[config.mk]
export PLATFORM = sky130hd
export DESIGN_NAME = wdog_keyed
export DESIGN_NICKNAME = d
export VERILOG_FILES = /design/src/rtl/wdog_pkg.sv /design/src/rtl/wdog_regs.sv /design/src/rtl/wdog_counter.sv /design/src/rtl/wdog_pulse.sv /design/src/rtl/wdog_keyed.sv
export SDC_FILE = /design/constraint.sdc
export NUM_CORES = 1
export LEC_CHECK = 0
export CAP_MARGIN = 20
export CORE_MARGIN = 3
export CORE_UTILIZATION = 30
export CTS_BUF_LIST = sky130_fd_sc_hd__clkbuf_4 sky130_fd_sc_hd__clkbuf_8 sky130_fd_sc_hd__clkbuf_16
export DETAILED_ROUTE_END_ITERATION = 8
export DONT_BUFFER_PORTS = 1
export SKIP_CTS_REPAIR_TIMING = 1
export SKIP_LAST_GASP = 1
export SLEW_MARGIN = 5
export SYNTH_ARGS = -nofsm -noshare
export SYNTH_HDL_FRONTEND = slang
export SYNTH_SLANG_ARGS = --single-unit
[constraint.sdc]
create_clock -name clk_i -period 4 [get_ports clk_i]
set_clock_uncertainty 0.15 [all_clocks]
set_input_delay 0.8 -clock clk_i [delete_from_list [all_inputs] [get_ports clk_i]]
set_output_delay 0.8 -clock clk_i [all_outputs]
set_load 0.005 [all_outputs]
[src/rtl/wdog_pkg.sv]
package wdog_pkg;

    localparam logic [7:0] OFF_COUNT   = 8'h00;
    localparam logic [7:0] OFF_LOAD    = 8'h04;
    localparam logic [7:0] OFF_RESTART = 8'h08;
    localparam logic [7:0] OFF_CTRL    = 8'h0C;
    localparam logic [7:0] OFF_STATUS  = 8'h10;
    localparam logic [7:0] OFF_CLEAR   = 8'h14;
    localparam logic [7:0] OFF_PLEN    = 8'h18;

    localparam logic [15:0] RESTART_KEY = 16'h5AB9;

    // Control register layout, bit 0 at the right.
    typedef struct packed {
        logic src_tick;   // bit 4: 1 = step on tick input
        logic ext_en;     // bit 3
        logic irq_en;     // bit 2
        logic rst_en;     // bit 1
        logic run;        // bit 0
    } ctrl_t;

    localparam int CTRL_W = $bits(ctrl_t);

endpackage

[src/rtl/wdog_regs.sv]
module wdog_regs
    import wdog_pkg::*;
#(
    parameter int          DATA_W   = 32,
    parameter int          ADDR_W   = 5,
    parameter int          CNT_W    = 32,
    parameter int          LEN_W    = 8,
    parameter logic [CNT_W-1:0] LOAD_RST = CNT_W'(32'h03EF1480),
    parameter logic [LEN_W-1:0] LEN_RST  = LEN_W'(8'hFF)
) (
    input  logic              clk_i,
    input  logic              rst_ni,
    input  logic [ADDR_W-1:0] addr_i,
    input  logic              wr_en_i,
    input  logic [DATA_W-1:0] wdata_i,
    input  logic [CNT_W-1:0]  count_i,
    input  logic              expire_i,
    output logic [DATA_W-1:0] rdata_o,
    output ctrl_t             ctrl_o,
    output logic [CNT_W-1:0]  load_o,
    output logic [LEN_W-1:0]  len_o,
    output logic              restart_o
);

    typedef struct packed {
        logic [CNT_W-1:0] load;
        logic [LEN_W-1:0] len;
        ctrl_t            ctrl;
        logic             status;
    } regs_t;

    regs_t r_d, r_q;

    logic sel_count, sel_load, sel_restart, sel_ctrl;
    logic sel_status, sel_clear, sel_plen;
    logic clear_hit;

    always_comb begin
        sel_count   = (addr_i == ADDR_W'(OFF_COUNT));
        sel_load    = (addr_i == ADDR_W'(OFF_LOAD));
        sel_restart = (addr_i == ADDR_W'(OFF_RESTART));
        sel_ctrl    = (addr_i == ADDR_W'(OFF_CTRL));
        sel_status  = (addr_i == ADDR_W'(OFF_STATUS));
        sel_clear   = (addr_i == ADDR_W'(OFF_CLEAR));
        sel_plen    = (addr_i == ADDR_W'(OFF_PLEN));
    end

    always_comb begin
        r_d       = r_q;
        restart_o = wr_en_i && sel_restart && (wdata_i[15:0] == RESTART_KEY);
        clear_hit = wr_en_i && sel_clear && wdata_i[0];

        if (wr_en_i && sel_load) r_d.load = CNT_W'(wdata_i);
        if (wr_en_i && sel_ctrl) r_d.ctrl = ctrl_t'(wdata_i[CTRL_W-1:0]);
        if (wr_en_i && sel_plen) r_d.len  = wdata_i[LEN_W-1:0];

        // A timeout in the same cycle as a clear keeps the bit set.
        if (expire_i)       r_d.status = 1'b1;
        else if (clear_hit) r_d.status = 1'b0;
    end

    always_ff @(posedge clk_i or negedge rst_ni) begin
        if (!rst_ni) begin
            r_q.load   <= LOAD_RST;
            r_q.len    <= LEN_RST;
            r_q.ctrl   <= '0;
            r_q.status <= 1'b0;
        end else begin
            r_q <= r_d;
        end
    end

    always_comb begin
        rdata_o = '0;
        if (sel_count)  rdata_o = DATA_W'(count_i);
        if (sel_load)   rdata_o = DATA_W'(r_q.load);
        if (sel_ctrl)   rdata_o = DATA_W'(r_q.ctrl);
        if (sel_status) rdata_o = DATA_W'(r_q.status);
        if (sel_plen)   rdata_o = DATA_W'(r_q.len);
    end

    assign ctrl_o = r_q.ctrl;
    assign load_o = r_q.load;
    assign len_o  = r_q.len;

    // status only leaves 1 through a clear write.
    assert_status_sticky_R6: assert property (@(posedge clk_i) disable iff (!rst_ni)
        (r_q.status && !(wr_en_i && sel_clear && wdata_i[0])) |=> r_q.status);

    // status only rises on a timeout.
    assert_status_set_only_by_expire_R6: assert property (@(posedge clk_i) disable iff (!rst_ni)
        (!r_q.status && !expire_i) |=> !r_q.status);

endmodule

[src/rtl/wdog_counter.sv]
module wdog_counter #(
    parameter int               CNT_W    = 32,
    parameter logic [CNT_W-1:0] LOAD_RST = CNT_W'(32'h03EF1480)
) (
    input  logic             clk_i,
    input  logic             rst_ni,
    input  logic             run_i,
    input  logic             src_tick_i,
    input  logic             tick_i,
    input  logic             restart_i,
    input  logic [CNT_W-1:0] load_i,
    output logic [CNT_W-1:0] count_o,
    output logic             expire_o
);

    typedef struct packed {
        logic [CNT_W-1:0] count;
    } cnt_t;

    cnt_t c_d, c_q;
    logic step;

    always_comb begin
        c_d      = c_q;
        step     = run_i && (src_tick_i ? tick_i : 1'b1);
        expire_o = 1'b0;
        if (restart_i) begin
            c_d.count = load_i;
        end else if (step) begin
            if (c_q.count == '0) begin
                c_d.count = load_i;
                expire_o  = 1'b1;
            end else begin
                c_d.count = c_q.count - 1'b1;
            end
        end
    end

    always_ff @(posedge clk_i or negedge rst_ni) begin
        if (!rst_ni) c_q.count <= LOAD_RST;
        else         c_q       <= c_d;
    end

    assign count_o = c_q.count;

    // a stopped timer holds its value unless restarted.
    assert_hold_when_stopped_R3: assert property (@(posedge clk_i) disable iff (!rst_ni)
        (!run_i && !restart_i) |=> $stable(c_q.count));

    // a key hit reloads from the load register.
    assert_key_reload_R5: assert property (@(posedge clk_i) disable iff (!rst_ni)
        restart_i |=> (c_q.count == $past(load_i)));

    // a timeout leaves the load value in the counter.
    assert_reload_on_expire_R4: assert property (@(posedge clk_i) disable iff (!rst_ni)
        expire_o |=> (c_q.count == $past(load_i)));

endmodule

[src/rtl/wdog_pulse.sv]
module wdog_pulse #(
    parameter int LEN_W = 8,
    localparam int PW   = LEN_W + 1
) (
    input  logic             clk_i,
    input  logic             rst_ni,
    input  logic             expire_i,
    input  logic [LEN_W-1:0] len_i,
    output logic             active_o
);

    typedef struct packed {
        logic [PW-1:0] left;
    } pulse_t;

    pulse_t p_d, p_q;

    always_comb begin
        p_d = p_q;
        if (expire_i)             p_d.left = PW'(len_i) + 1'b1;
        else if (p_q.left != '0)  p_d.left = p_q.left - 1'b1;
    end

    always_ff @(posedge clk_i or negedge rst_ni) begin
        if (!rst_ni) p_q.left <= '0;
        else         p_q      <= p_d;
    end

    assign active_o = (p_q.left != '0);

    // a timeout arms the stretcher for length + 1 cycles.
    assert_pulse_arm_R7: assert property (@(posedge clk_i) disable iff (!rst_ni)
        expire_i |=> (p_q.left == PW'($past(len_i)) + 1'b1));

    // without a new timeout the remaining time falls by one each cycle.
    assert_pulse_drain_R7: assert property (@(posedge clk_i) disable iff (!rst_ni)
        (!expire_i && p_q.left != '0) |=> (p_q.left == $past(p_q.left) - 1'b1));

endmodule

[src/rtl/wdog_keyed.sv]
module wdog_keyed
    import wdog_pkg::*;
#(
    parameter int DATA_W = 32,
    parameter int ADDR_W = 5,
    parameter int CNT_W  = 32,
    parameter int LEN_W  = 8
) (
    input  logic              clk_i,
    input  logic              rst_ni,
    input  logic [ADDR_W-1:0] addr_i,
    input  logic              wr_en_i,
    input  logic [DATA_W-1:0] wdata_i,
    output logic [DATA_W-1:0] rdata_o,
    input  logic              tick_i,
    output logic              sys_rst_o,
    output logic              irq_o,
    output logic              ext_o
);

    localparam logic [CNT_W-1:0] LOAD_RST = CNT_W'(32'h03EF1480);
    localparam logic [LEN_W-1:0] LEN_RST  = LEN_W'(8'hFF);

    ctrl_t            ctrl;
    logic [CNT_W-1:0] load;
    logic [CNT_W-1:0] count;
    logic [LEN_W-1:0] len;
    logic             restart;
    logic             expire;
    logic             active;

    wdog_regs #(
        .DATA_W(DATA_W), .ADDR_W(ADDR_W), .CNT_W(CNT_W), .LEN_W(LEN_W),
        .LOAD_RST(LOAD_RST), .LEN_RST(LEN_RST)
    ) u_regs (
        .clk_i(clk_i), .rst_ni(rst_ni), .addr_i(addr_i), .wr_en_i(wr_en_i),
        .wdata_i(wdata_i), .count_i(count), .expire_i(expire), .rdata_o(rdata_o),
        .ctrl_o(ctrl), .load_o(load), .len_o(len), .restart_o(restart)
    );

    wdog_counter #(.CNT_W(CNT_W), .LOAD_RST(LOAD_RST)) u_cnt (
        .clk_i(clk_i), .rst_ni(rst_ni), .run_i(ctrl.run), .src_tick_i(ctrl.src_tick),
        .tick_i(tick_i), .restart_i(restart), .load_i(load), .count_o(count),
        .expire_o(expire)
    );

    wdog_pulse #(.LEN_W(LEN_W)) u_pulse (
        .clk_i(clk_i), .rst_ni(rst_ni), .expire_i(expire), .len_i(len),
        .active_o(active)
    );

    assign sys_rst_o = active && ctrl.rst_en;
    assign irq_o     = active && ctrl.irq_en;
    assign ext_o     = active && ctrl.ext_en;

    // an output can only rise one cycle after a timeout edge.
    assert_irq_rise_after_expire_R7: assert property (@(posedge clk_i) disable iff (!rst_ni)
        (!active && !expire) |=> !active);

endmodule

==> metrics.md <==
| Metric | Value |
|---|---|
| Outcome | finished clean |
| Die width | 137 um |
| Largest family of logic cells by synthesized area | simple AND/OR/NAND/NOR gates |
| Endpoints failing setup | 0 |
| Final Hold Vio Count | 0 |
| Post-synthesis simple-gate area fraction | 0.214 |
| #FFs+latches synth | a little under 90 |
| Synth top area share | 0.265 |
| Worst-path clk slew | 0.07 ns |
| Detailed-route wire length per cell | about 21 um |
| Area after DPL | ~5500 um2 |
| Vias per inst | 5.83 |
| Setup tns final | 0 ns |
| Largest net degree at the start of global routing | 88 |
| Main synth FF type | dfrtp_1 |
| Most frequent cell after synthesis | dfrtp_1 |
| Initial antenna violation count | 0 |
| Net switching power | about 0.69 mW |
| Core Rows | 47 |
| Vias in the first global route | between 4000 and 5000 |
| Clock sinks | 87 |
| Cell Int Power | 1.62 mW |
| Crit Path Max Fanout | 4 |
| Design Power | 2.31 mW |
| Crit share post-route | 0.816 |
| Leading area contributor after synthesis | dfrtp_1 |
| Routed vias | 4320 |
| 1st-iter DRT viols | ~380 |
| Synth warn | 0 |
| DIE HEIGHT | about 140 um |
| Fin area | just under 6000 um2 |
| Final Core Density | 0.344 |
| GR Util All Layers | 0.170 |
| Switching Share | 0.299 |
| GR met2 Demand/Resource | 0.261 |
| CTS buffer count | 9 |
| Gpl congestion | between 0.8 and 0.9 |
| Worst r2r path cells | 8 |
| Die area | roughly 19000 um2 |
| Io pins | 76 |
| Maximum buffer depth of the clock tree | 2 |
| Multi-input gate area | 2830 um2 |
| Hpwl dp | about 11 mm |
| Post-synthesis xor/xnor area fraction | 0.0203 |
| Startpoint Class | flip-flop |
| Largest cells by area after synthesis | dfrtp_1 (27%), dfstp_2 (16%), mux2_2 (10%), a22o_1 (4.1%), nand2_1 (3.3%) |
| Area growth syn-to-layout | 11.2% |
| Syn_nets | between 500 and 600 |
| Drc violations | 0 |
| Nets | approximately 560 |
| Top post-synthesis cells by count | dfrtp_1 (55), mux2_2 (47), nand2_1 (46) |
| Core box area | 16800 um2 |
| First-pass GRT wire length | 24.6 mm |
| Fin cells | approximately 740 |
| WS Path Type | reg -> out |
| Cell count after placement | ~720 |
| Fmax | 0.306 GHz |
| Antenna-violating nets left | 0 |
| Slew Limit Headroom | 0.449 |
| Peak VDD IR | between 150 and 200 uV |
| Post-Syn Instances | between 500 and 600 |
| Area occupied by registers | approximately 2200 um2 |
| Grt peak-use layer | met2 |
| Critical Path RT | roughly 3.1 ns |
| H-Tree Depth | 3 |
| R2R Path Start | u_cnt.count_o[0] |
| Multiplexer share of the synthesized area | 0.119 |
| Post-synthesis cell type count | 65 |
| Seq/Total Area, Yosys | 0.428 |
| Initial Util | 0.309 |
| Clk pwr share | 0.348 |
| Worst-Margin Slew | 0.819 ns |
| Synth Area in Compound Gates | 0.178 |
| Crit end category | primary output |
| Power per cell area | 400 nW/um2 |
| Share of cells above drive strength 1 | 0.253 |
| Combinational power share | 0.140 |
| TritonCTS clock tree | yes |
| Post-Synth Adder-Cell Area | 0.00965 |
| LEAKAGE | ~2.3 nW |
| I/O Buffers | 0 |
| Clk_lat worst skew | approximately 0.36 ns |
| Tightest Hold Check Type | in -> async |
| Data arrival time of the worst path | 2.31 ns |
| Slew Limit Fails | 0 |
| 1st-pass router iterations | 5 |
| Tmin final | roughly 3.3 ns |
| Asr flop ratio synth | 1.00 |
| Sequential group share of total power | 0.512 |
| Syn_area_per_cell | roughly 10 um2 |
| Clock root buffer | clkbuf_16 |
| Fillcell total | around 1700 |
| Post-synth EDFFs | 0 |
| Maxcap violations | 0 |
| Drt total wl | between 15 and 20 mm |
| Synthesized cell area | about 5200 um2 |
| GRT met3 Usage | 0.0376 |
| Met1 global-route usage | 0.236 |
| Diodes inserted | 0 |
| Total grt overflow | 0 |
| Setup crit start | u_pulse.p_q[0] |
| Unrepaired setup endpoints after global routing | no |
state kept, by name, indices dropped and copies added, names as in the netlist:
signal,count
u_cnt.count_o,32
u_pulse.p_q,9
u_regs.ctrl_o,5
u_regs.len_o,8
u_regs.load_o,32
u_regs.r_q,1
logic make-up (layout without fill, tap and decap cells):
logic type                 count (synthesis)  after routing
AOI/OAI and AO/OA                        127            127
xor gates and xnor gates                  12             12
adders and majority gates                  4              4
buffers and inverters                     37             39
muxes                                     56             56
DFF                                       87             87
and+or+nand+nor                          196            196
power groups by stage:
stage | Clock [mW] | Combinational (mW) | Sequential [mW]
3_3_place_gp | 0 | 0.298 | 1.19
2_1_floorplan | 0 | 0.268 | 1.11
4_1_cts | 0.823 | 0.309 | 1.18
3_5_place_dp | 0 | 0.307 | 1.19
6_report | 0.802 | 0.324 | 1.18
5_1_grt | 0.861 | 0.363 | 1.20
layout make-up:
class,count,share of cell area
multi-input combinational,395,0.490
sequential,87,0.384
tap,220,0.0477
clock buffer,10,0.0403
timing repair buffer,16,0.0243
clock inverter,6,0.00824
inverter,7,0.00456
final timing paths:
kind	endpoint	slack [ns]
worst max-delay path	sys_rst_o	0.74
worst min-delay path	u_regs.len_o[3]	0.14
worst max register to register	u_cnt.count_o[28]	0.89
worst min register to register	u_cnt.count_o[18]	0.37
max in group asynchronous	u_cnt.count_o[20]	3.26
min in group clk_i	u_cnt.count_o[18]	0.37
worst max-delay path, stage by stage, from the launching register on:
cell     delay (ns)
dfrtp_1        0.42
inv_1          0.07
ha_1           0.18
nor3b_1        0.41
nand2_1        0.15
nor3_1         0.57
nor2b_1        0.15
metrics by stage:
stage	hold WS (ns)	worst slack, ns
after floorplan	0.313	0.873
final	0.141	0.736
after global placement	0.328	0.635
after detailed placement	0.358	0.588
after CTS	-0.0287	0.720
after global routing	0.117	0.588
layout by cell type (no fill, tap or decap), drive strengths merged, types with 19 or more instances in the layout:
| cell type | count |
|---|---|
| a22o | 26 |
| o21ai | 22 |
| a21oi | 21 |
| nor3 | 19 |
| nor2 | 31 |
| mux2 | 47 |
| dfstp | 32 |
| nand2 | 46 |
| dfrtp | 55 |
| nand3 | 26 |
metal layers:
| layer | wire (um) | share of wire |
|---|---|---|
| met5 | 0 | 0 |
| met3 | 961 | 0.060 |
| met4 | 260 | 0.016 |
| met2 | 7490 | 0.47 |
| met1 | 7190 | 0.45 |
(Power assumes the default switching activity.)
